<file path="src/rtl/spi_rm_pkg.sv">
// Shared types and address decode for the SPI register/memory target.
// Assumes the memory range starts at 0 and the register range ends at 0xFFFF.
package spi_rm_pkg;

    typedef enum logic [1:0] {
        CMD_NONE = 2'd0,
        CMD_WR   = 2'd1,
        CMD_RD   = 2'd2,
        CMD_IGN  = 2'd3
    } cmd_e;

    typedef enum logic [1:0] {
        RG_MEM  = 2'd0,
        RG_REG  = 2'd1,
        RG_NONE = 2'd2
    } range_e;

    localparam logic [7:0] OP_WRITE = 8'h02;
    localparam logic [7:0] OP_READ  = 8'h03;
    localparam logic [7:0] OP_FREAD = 8'h0B;

    // Classify a byte address into its range.
    function automatic range_e addr_range(input logic [15:0] a,
                                          input int unsigned mem_bytes,
                                          input int unsigned reg_base);
        int unsigned ua;
        ua = {16'd0, a};
        if (ua < mem_bytes)  return RG_MEM;
        if (ua >= reg_base)  return RG_REG;
        return RG_NONE;
    endfunction

endpackage

</file>
<file path="src/rtl/spi_rm_sync.sv">
// Multi-stage synchroniser for a bundle of asynchronous inputs.
// Assumes each bit is independent; the bundle is not coherent across bits.
module spi_rm_sync #(
    parameter int unsigned WIDTH  = 3,
    parameter int unsigned STAGES = 2,
    parameter logic [WIDTH-1:0] RST_VAL = '0
) (
    input  logic             clk,
    input  logic             rst_n,
    input  logic [WIDTH-1:0] d,
    output logic [WIDTH-1:0] q
);
    logic [WIDTH-1:0] stage_q [STAGES];

    for (genvar g = 0; g < STAGES; g++) begin : g_stage
        // Shift the input one flop further along the chain.
        always_ff @(posedge clk) begin
            if (!rst_n) stage_q[g] <= RST_VAL;
            else if (g == 0) stage_q[g] <= d;
            else stage_q[g] <= stage_q[(g == 0) ? 0 : g-1];
        end
    end

    assign q = stage_q[STAGES-1];
endmodule

</file>
<file path="src/rtl/spi_rm_edge.sv">
// Turns a synchronised SCK into capture and launch strobes for the chosen mode.
// Assumes SCK is already in the clk domain and the mode straps are static.
module spi_rm_edge (
    input  logic clk,
    input  logic rst_n,
    input  logic sck_s,
    input  logic cpol,
    input  logic cpha,
    output logic smp_stb,
    output logic lnc_stb
);
    logic lvl, lvl_d, lead, trail;

    // Normalise polarity so that the leading edge is always a rise.
    assign lvl = sck_s ^ cpol;

    // Remember the previous normalised level.
    always_ff @(posedge clk) begin
        if (!rst_n) lvl_d <= 1'b0;
        else        lvl_d <= lvl;
    end

    assign lead    = lvl & ~lvl_d;
    assign trail   = ~lvl & lvl_d;
    assign smp_stb = cpha ? trail : lead;
    assign lnc_stb = cpha ? lead  : trail;
endmodule

</file>
<file path="src/rtl/spi_rm_storage.sv">
// Byte memory plus a bank of 16-bit little-endian registers, one byte port each way.
// Assumes MEM_BYTES and 2*REG_WORDS are powers of two and REG_WORDS >= 2.
module spi_rm_storage
    import spi_rm_pkg::*;
#(
    parameter int unsigned MEM_BYTES = 64,
    parameter int unsigned REG_WORDS = 8
) (
    input  logic        clk,
    input  logic        rst_n,
    input  logic        wr_en,
    input  range_e      wr_sel,
    input  logic [15:0] wr_addr,
    input  logic [7:0]  wr_data,
    input  range_e      rd_sel,
    input  logic [15:0] rd_addr,
    output logic [7:0]  rd_data
);
    localparam int unsigned MEM_AW = $clog2(MEM_BYTES);
    localparam int unsigned REG_AW = $clog2(REG_WORDS);

    logic [7:0]  mem_q [MEM_BYTES];
    logic [15:0] reg_q [REG_WORDS];

    // Byte memory write and reset clear.
    always_ff @(posedge clk) begin
        if (!rst_n) begin
            for (int i = 0; i < MEM_BYTES; i++) mem_q[i] <= 8'h00;
        end else if (wr_en && wr_sel == RG_MEM) begin
            mem_q[wr_addr[MEM_AW-1:0]] <= wr_data;
        end
    end

    for (genvar w = 0; w < REG_WORDS; w++) begin : g_reg
        // Byte-lane write into one register; odd address is the high byte.
        always_ff @(posedge clk) begin
            if (!rst_n) reg_q[w] <= 16'h0000;
            else if (wr_en && wr_sel == RG_REG && wr_addr[REG_AW:1] == REG_AW'(w)) begin
                if (wr_addr[0]) reg_q[w][15:8] <= wr_data;
                else            reg_q[w][7:0]  <= wr_data;
            end
        end
    end

    // Read mux across both ranges; unmapped returns zero.
    always_comb begin
        case (rd_sel)
            RG_MEM:  rd_data = mem_q[rd_addr[MEM_AW-1:0]];
            RG_REG:  rd_data = rd_addr[0] ? reg_q[rd_addr[REG_AW:1]][15:8]
                                          : reg_q[rd_addr[REG_AW:1]][7:0];
            default: rd_data = 8'h00;
        endcase
    end
endmodule

</file>
<file path="src/rtl/spi_rm_slave.sv">
// SPI target: command decode, streaming address, range guard and parity framing.
// Assumes clk runs at least 8x faster than SCK and that parity_mode and
// mode_sel change only while cs_n is high.
module spi_rm_slave
    import spi_rm_pkg::*;
#(
    parameter int unsigned MEM_BYTES   = 64,
    parameter int unsigned REG_WORDS   = 8,
    parameter int unsigned SYNC_STAGES = 2
) (
    input  logic       clk,
    input  logic       rst_n,
    input  logic [1:0] mode_sel,
    input  logic       parity_mode,
    input  logic       cs_n,
    input  logic       sck,
    input  logic       mosi,
    output logic       miso,
    output logic       miso_oe,
    output logic       bip_err
);
    localparam int unsigned REG_BASE = 32'h1_0000 - 2*REG_WORDS;

    logic        cs_s, sck_s, mosi_s, active;
    logic        edge_smp, edge_lnc, smp_stb, lnc_stb;
    logic [2:0]  bit_cnt, byte_idx;
    logic [7:0]  rx_sr, rx_next, addr_hi, par_q, par_next, tx_q, tx_next;
    logic [7:0]  d0_q, d1_q, st_rd, rd_byte, st_wr_data;
    logic [15:0] addr_q;
    logic [1:0]  commit_cnt;
    logic        byte_done, bip_q, crossed_q, acc_ok, adv, fetch, stream_wr;
    logic        commit_busy, st_wr_en, miso_q, bip_err_q;
    cmd_e        cmd_q;
    range_e      home_q, cur_rng;

    spi_rm_sync #(.WIDTH(3), .STAGES(SYNC_STAGES), .RST_VAL(3'b100)) u_sync (
        .clk(clk), .rst_n(rst_n), .d({cs_n, sck, mosi}), .q({cs_s, sck_s, mosi_s})
    );

    spi_rm_edge u_edge (
        .clk(clk), .rst_n(rst_n), .sck_s(sck_s), .cpol(mode_sel[1]), .cpha(mode_sel[0]),
        .smp_stb(edge_smp), .lnc_stb(edge_lnc)
    );

    assign active  = ~cs_s;
    assign smp_stb = edge_smp & active;
    assign lnc_stb = edge_lnc & active;

    assign rx_next     = {rx_sr[6:0], mosi_s};
    assign byte_done   = smp_stb && (bit_cnt == 3'd7);
    assign cur_rng     = addr_range(addr_q, MEM_BYTES, REG_BASE);
    assign acc_ok      = (cur_rng == home_q) && !crossed_q && (home_q != RG_NONE);
    assign rd_byte     = acc_ok ? st_rd : 8'h00;
    assign commit_busy = (commit_cnt != 2'd0);
    assign fetch       = byte_done && cmd_q == CMD_RD && byte_idx >= 3'd3
                         && (!bip_q || byte_idx <= 3'd4);
    assign stream_wr   = byte_done && cmd_q == CMD_WR && byte_idx >= 3'd3 && !bip_q;
    assign adv         = commit_busy || stream_wr || fetch;
    assign st_wr_en    = (commit_busy || stream_wr) && acc_ok;
    assign st_wr_data  = commit_busy ? ((commit_cnt == 2'd2) ? d0_q : d1_q) : rx_next;

    spi_rm_storage #(.MEM_BYTES(MEM_BYTES), .REG_WORDS(REG_WORDS)) u_store (
        .clk(clk), .rst_n(rst_n),
        .wr_en(st_wr_en), .wr_sel(cur_rng), .wr_addr(addr_q), .wr_data(st_wr_data),
        .rd_sel(cur_rng), .rd_addr(addr_q), .rd_data(st_rd)
    );

    // Next parity tally and next transmit byte at a byte boundary.
    always_comb begin
        par_next = par_q;
        tx_next  = 8'h00;
        if (byte_idx == 3'd1 || byte_idx == 3'd2) par_next = par_q ^ rx_next;
        if (cmd_q == CMD_WR && (byte_idx == 3'd3 || byte_idx == 3'd4)) par_next = par_q ^ rx_next;
        if (cmd_q == CMD_RD) begin
            if (byte_idx == 3'd3)      par_next = par_q ^ rx_next ^ rd_byte;
            else if (byte_idx == 3'd4) par_next = par_q ^ rd_byte;
            if (fetch) tx_next = rd_byte;
            else if (bip_q && byte_idx == 3'd5) tx_next = par_q;
        end
    end

    // Bit and byte counting, receive shift register and MISO launch.
    always_ff @(posedge clk) begin
        if (!rst_n) begin
            bit_cnt <= '0; byte_idx <= '0; rx_sr <= '0; miso_q <= 1'b0;
            tx_q <= '0; par_q <= '0; bip_q <= 1'b0;
        end else if (!active) begin
            bit_cnt <= '0; byte_idx <= '0; miso_q <= 1'b0;
            tx_q <= '0; par_q <= '0; bip_q <= parity_mode;
        end else begin
            if (lnc_stb) miso_q <= tx_q[3'd7 - bit_cnt];
            if (smp_stb) begin
                rx_sr   <= rx_next;
                bit_cnt <= bit_cnt + 3'd1;
            end
            if (byte_done) begin
                byte_idx <= (byte_idx == 3'd7) ? 3'd7 : byte_idx + 3'd1;
                tx_q     <= tx_next;
                par_q    <= par_next;
            end
        end
    end

    // Command, address, range guard and parity-framed write commit.
    always_ff @(posedge clk) begin
        if (!rst_n) begin
            cmd_q <= CMD_NONE; addr_hi <= '0; addr_q <= '0; home_q <= RG_NONE;
            crossed_q <= 1'b0; d0_q <= '0; d1_q <= '0; commit_cnt <= '0; bip_err_q <= 1'b0;
        end else begin
            bip_err_q <= 1'b0;
            if (commit_busy) commit_cnt <= commit_cnt - 2'd1;
            if (adv) begin
                addr_q <= addr_q + 16'd1;
                if (cur_rng != home_q) crossed_q <= 1'b1;
            end
            if (!active) begin
                cmd_q <= CMD_NONE;
            end else if (byte_done) begin
                case (byte_idx)
                    3'd0: begin
                        if (rx_next == OP_WRITE) cmd_q <= CMD_WR;
                        else if (rx_next == OP_READ || rx_next == OP_FREAD) cmd_q <= CMD_RD;
                        else cmd_q <= CMD_IGN;
                    end
                    3'd1: addr_hi <= rx_next;
                    3'd2: begin
                        addr_q    <= {addr_hi, rx_next};
                        home_q    <= addr_range({addr_hi, rx_next}, MEM_BYTES, REG_BASE);
                        crossed_q <= 1'b0;
                    end
                    default: begin
                        if (cmd_q == CMD_WR && bip_q) begin
                            if (byte_idx == 3'd3) d0_q <= rx_next;
                            if (byte_idx == 3'd4) d1_q <= rx_next;
                            if (byte_idx == 3'd5) begin
                                if (rx_next == par_q) commit_cnt <= 2'd2;
                                else                  bip_err_q  <= 1'b1;
                            end
                        end
                    end
                endcase
            end
        end
    end

    assign miso    = miso_q;
    assign miso_oe = ~cs_n;
    assign bip_err = bip_err_q;
endmodule

</file>
<file path="config.mk">
export PLATFORM = sky130hd
export DESIGN_NAME = spi_rm_slave
export DESIGN_NICKNAME = d
export VERILOG_FILES = /design/src/rtl/spi_rm_pkg.sv /design/src/rtl/spi_rm_sync.sv /design/src/rtl/spi_rm_edge.sv /design/src/rtl/spi_rm_storage.sv /design/src/rtl/spi_rm_slave.sv
export SDC_FILE = /design/constraint.sdc
export NUM_CORES = 1
export LEC_CHECK = 0
export BUFFER_PORTS_ARGS = -buffer_cell sky130_fd_sc_hd__buf_2
export CAP_MARGIN = 15
export CORE_MARGIN = 10
export CORE_UTILIZATION = 60
export CTS_CLUSTER_DIAMETER = 30
export DETAILED_ROUTE_END_ITERATION = 8
export PLACE_DENSITY = 0.77
export SYNTH_ARGS = -nofsm -noshare
export SYNTH_HDL_FRONTEND = slang
export SYNTH_HIERARCHICAL = 1
export SYNTH_SLANG_ARGS = --single-unit
</file>
<file path="constraint.sdc">
create_clock -name clk -period 7.6 [get_ports clk]
set_input_delay 0.76 -clock clk [delete_from_list [all_inputs] [get_ports clk]]
set_output_delay 0.76 -clock clk [all_outputs]
set_load 0.05 [all_outputs]
</file>
==> reports/metrics.yaml <==
setup_path:
  path_delay_family: "simple AND/OR/NAND/NOR gates"
  r2r-end: "u_store/mem_q[11][2]"
  worstReg2RegStart: "u_sync/stage_q[1][1]"
  crit_buf_inv: 0
  path_max_fanout: 14
  rrSetupSlack_ns: 2.43
  critPathMaxStageDelay_ns: 1.04
  rr_worst_depth: 9
  critPathKind: "reg -> reg"
  crit_slowest_cell: "o21ai_0"
  crit_required_ns: 7.91
  crit_start: "u_sync/stage_q[1][1]"
  startpoint_type: "register"
  crit_chain: "xor2_2 -> mux2i_1 -> and3b_1 -> nand3_1 -> a221oi_1 -> nor2b_1 -> nand3b_1 -> or2_2 -> o21ai_0"
  cp.arrival_ns: 5.49
  cp-end-kind: "register"
  critical_path.endpoint: "u_store/mem_q[11][2]"
  cp.depth: 9
layout:
  drive_gt1_frac: 0.1885
  areaGrowthSynthToFinish_pct: 14.83
  register_area_sq_mm: 0.02095
  fin_nets: 2563
  fillers: 3671
  multi_input_area_sq_mm: 0.01292
  final_core_utilization: 0.6940
  design_area_sq_mm: 0.03989
timing:
  rsz0062_at_grt: "no"
  finalHoldViolCount: 0
  period_needed_ns: 5.174
  setup_viol: 0
  fin_ws_ns: 2.426
  holdWs_ns: 0.2562
  maxSlewHeadroom: 0.1674
  worst_pin_slew_ns: 1.236
  finalSetupTns_ns: 0
  fmax_mhz: 193.3
  finClkSkew_ns: 0.02822
  finalMaxSlewViolations: 0
  fin_crit_sh: 0.6808
logic_synthesis:
  synth-edff-count: 640
  synthCells: 2563
  ys_types: 68
  ys_seq_area_frac: 0.6028
  synth.ff_latch_count: 726
  synth_area_per_cell_sq_um: 13.55
  ys.flop_type: "edfxtp_1"
  async_flop_share: 0
  syn-num-nets: 2579
  syn-cell-area_sq_mm: 0.03474
  yosysWarnings: 6
power_and_ir_drop:
  leakage_nw: 13.55
  p_sw_mw: 2.296
  p_clk_frac: 0.559
  seqPwrFrac: 0.422
  p_int_mw: 8.463
  pwr-share-comb: 0.019
  swShare: 0.2134
  cellPowerDensity_mw_per_mm2: 269.7
  vdd_drop_max_mv: 0.2194
placement:
  gp_congestion: 0.8718
  dp_hpwl_um: 52710
  dp_slack_ns: 2.026
  portBuffers: 10
  placed_cell_area_sq_mm: 0.03521
global_route:
  antenna_found_initial: 0
  grt_start_max_net_pins: 105
  grt_pass1_vias: 21428
  grt_overflow: 0
  grt_use_total: 0.2608
  grt_pass1_wl_um: 132000
die:
  die_w_um: 260.6
  die_area_sq_mm: 0.06792
  start_util: 0.6044
  design.core.area_sq_mm: 0.05748
  ioPinCount: 11
  fp-row-count: 88
  die_h_um: 260.6
cts:
  clk_path_buf_depth: 3
  clock-sinks: 726
  h-tree-depth: 4
  clk_latency_ns: 0.72
  cts_tree: "built"
  hold_buffers: 0
  clk_pin_slew_ns: 0.05
  cts-root-buf: "clkbuf_16"
  cts_resized: 0
  postCtsSetupBuffers: 0
  cts_buffers: 136
routing:
  drtPass1Iterations: 5
  drt_wl_total_um: 88020
  drt_iter0_markers: 2394
  drc: 0
  num_vias: 21860
  vias_per_cell: 6.384
  detail_route.wl_per_cell_um: 25.71
  postRouteAntennaNets: 0
outcome:
  status: "complete, no violations"
worst_hold_path:
  hold_depth: 2
  min_path_type: "in -> reg"
job:
  maxCapViolCount: 0
[area by class of cell]
class,count,area share
Inverter,15,0.001412
Sequential cell,726,0.5253
Timing Repair Buffer,52,0.009222
Multi-Input combinational cell,1616,0.3240
Clock buffer,149,0.08786
Clock inverter,100,0.02814
Tap cell,765,0.02400
Antenna cell,1,0.00006274
[worst min path at each step]
stage | from | endpoint | slack [ns]
after floorplan | u_sync/stage_q[0][2] | u_sync/stage_q[1][2] | 0.39
after global placement | u_sync/stage_q[0][2] | u_sync/stage_q[1][2] | 0.40
after detailed placement | u_sync/stage_q[0][2] | u_sync/stage_q[1][2] | 0.41
after CTS | cs_n | u_sync/stage_q[0][2] | 0.22
after global routing | cs_n | u_sync/stage_q[0][2] | 0.24
final | cs_n | u_sync/stage_q[0][2] | 0.26
[sequential cells by signal (all words and copies together), names as in the netlist, 2 cells and up]
signal          count
home_q              2
u_sync/stage_q      6
addr_hi             8
u_store/mem_q     512
u_store/reg_q     128
d0_q                8
bit_cnt             3
byte_idx            3
rx_sr               7
d1_q                8
commit_cnt          2
addr_q             16
par_q               8
cmd_q               2
tx_q                8
[layout by cell type, fill, tap and decap left out, drive strengths merged, types with 12 or more instances in the layout]
| cell | synthesis | layout |
|---|---|---|
| a211oi | 13 | 13 |
| a21boi | 16 | 16 |
| a21oi | 71 | 71 |
| a22oi | 15 | 15 |
| and2 | 653 | 653 |
| buf | 62 | 50 |
| bufinv | 0 | 16 |
| clkbuf | 144 | 151 |
| clkinv | 0 | 55 |
| clkinvlp | 0 | 13 |
| dfxtp | 86 | 86 |
| edfxtp | 640 | 640 |
| inv | 15 | 31 |
| mux2i | 60 | 60 |
| mux4 | 175 | 175 |
| nand2 | 84 | 84 |
| nand3 | 28 | 28 |
| nand4 | 21 | 21 |
| nor2 | 123 | 123 |
| nor2b | 36 | 36 |
| nor3 | 19 | 19 |
| o21ai | 137 | 137 |
| or2 | 12 | 12 |
| xnor2 | 15 | 15 |
[per-stage QoR]
step	instances	power (mW)
2_1_floorplan	2563	4.711
3_3_place_gp	3161	4.793
3_5_place_dp	3165	4.808
4_1_cts	3414	10.81
5_1_grt	3423	11.02
6_report	3424	10.76
[power by group through the flow]
stage / Combinational (mW) / Sequential [mW] / Clock [mW]
2_1_floorplan: 0.141 / 4.57 / 0
3_5_place_dp: 0.200 / 4.61 / 0
5_1_grt: 0.216 / 4.55 / 6.26
3_3_place_gp: 0.190 / 4.60 / 0
6_report: 0.206 / 4.54 / 6.01
4_1_cts: 0.201 / 4.54 / 6.07
[cells in the mapped netlist (3+ instances only)]
master,n,share of area
inv_1,15,0.0016
mux4_2,171,0.11
buf_6,3,0.00097
or2_2,11,0.0020
or3b_2,3,0.00076
buf_1,6,0.00065
nand2b_1,10,0.0018
a311o_1,10,0.0029
xnor2_1,15,0.0038
a221o_1,8,0.0023
nand2_1,82,0.0089
nor2_1,123,0.013
mux2i_1,60,0.017
a22oi_1,15,0.0032
xor2_1,9,0.0023
a211oi_1,5,0.0011
nand3_1,28,0.0040
buf_2,38,0.0055
a211o_1,3,0.00076
a21oi_1,71,0.010
a211oi_2,8,0.0029
dfxtp_1,86,0.050
a221oi_1,8,0.0020
a21o_1,4,0.00086
nor3_1,19,0.0027
o22ai_1,7,0.0013
nor4_1,6,0.0011
a21boi_0,16,0.0035
edfxtp_1,640,0.55
mux2_2,10,0.0032
nand4_1,21,0.0038
o21ai_0,137,0.020
clkbuf_1,143,0.015
or3_1,4,0.00072
buf_4,14,0.0030
or3b_1,8,0.0020
nor2b_1,36,0.0065
nand3b_1,11,0.0024
and2_1,652,0.12
mux4_1,4,0.0030
nor3b_1,3,0.00065
and3_1,4,0.00072
ha_1,8,0.0029
[layer usage]
layer | wire (um) | GRT usage
met1 | 34140 | 0.3519
met2 | 41470 | 0.4007
met3 | 9419 | 0.06578
met4 | 2995 | 0.1096
met5 | 0 | 0
[cell families after synthesis]
kind of cell | synth area share
mux | 0.1344
fa+ha+maj | 0.002882
buf+inv | 0.02791
flops | 0.6028
compound gates | 0.05316
simple gates | 0.1723
xor+xnor | 0.006520
No activity file was read; power rests on OpenSTA's default activity.
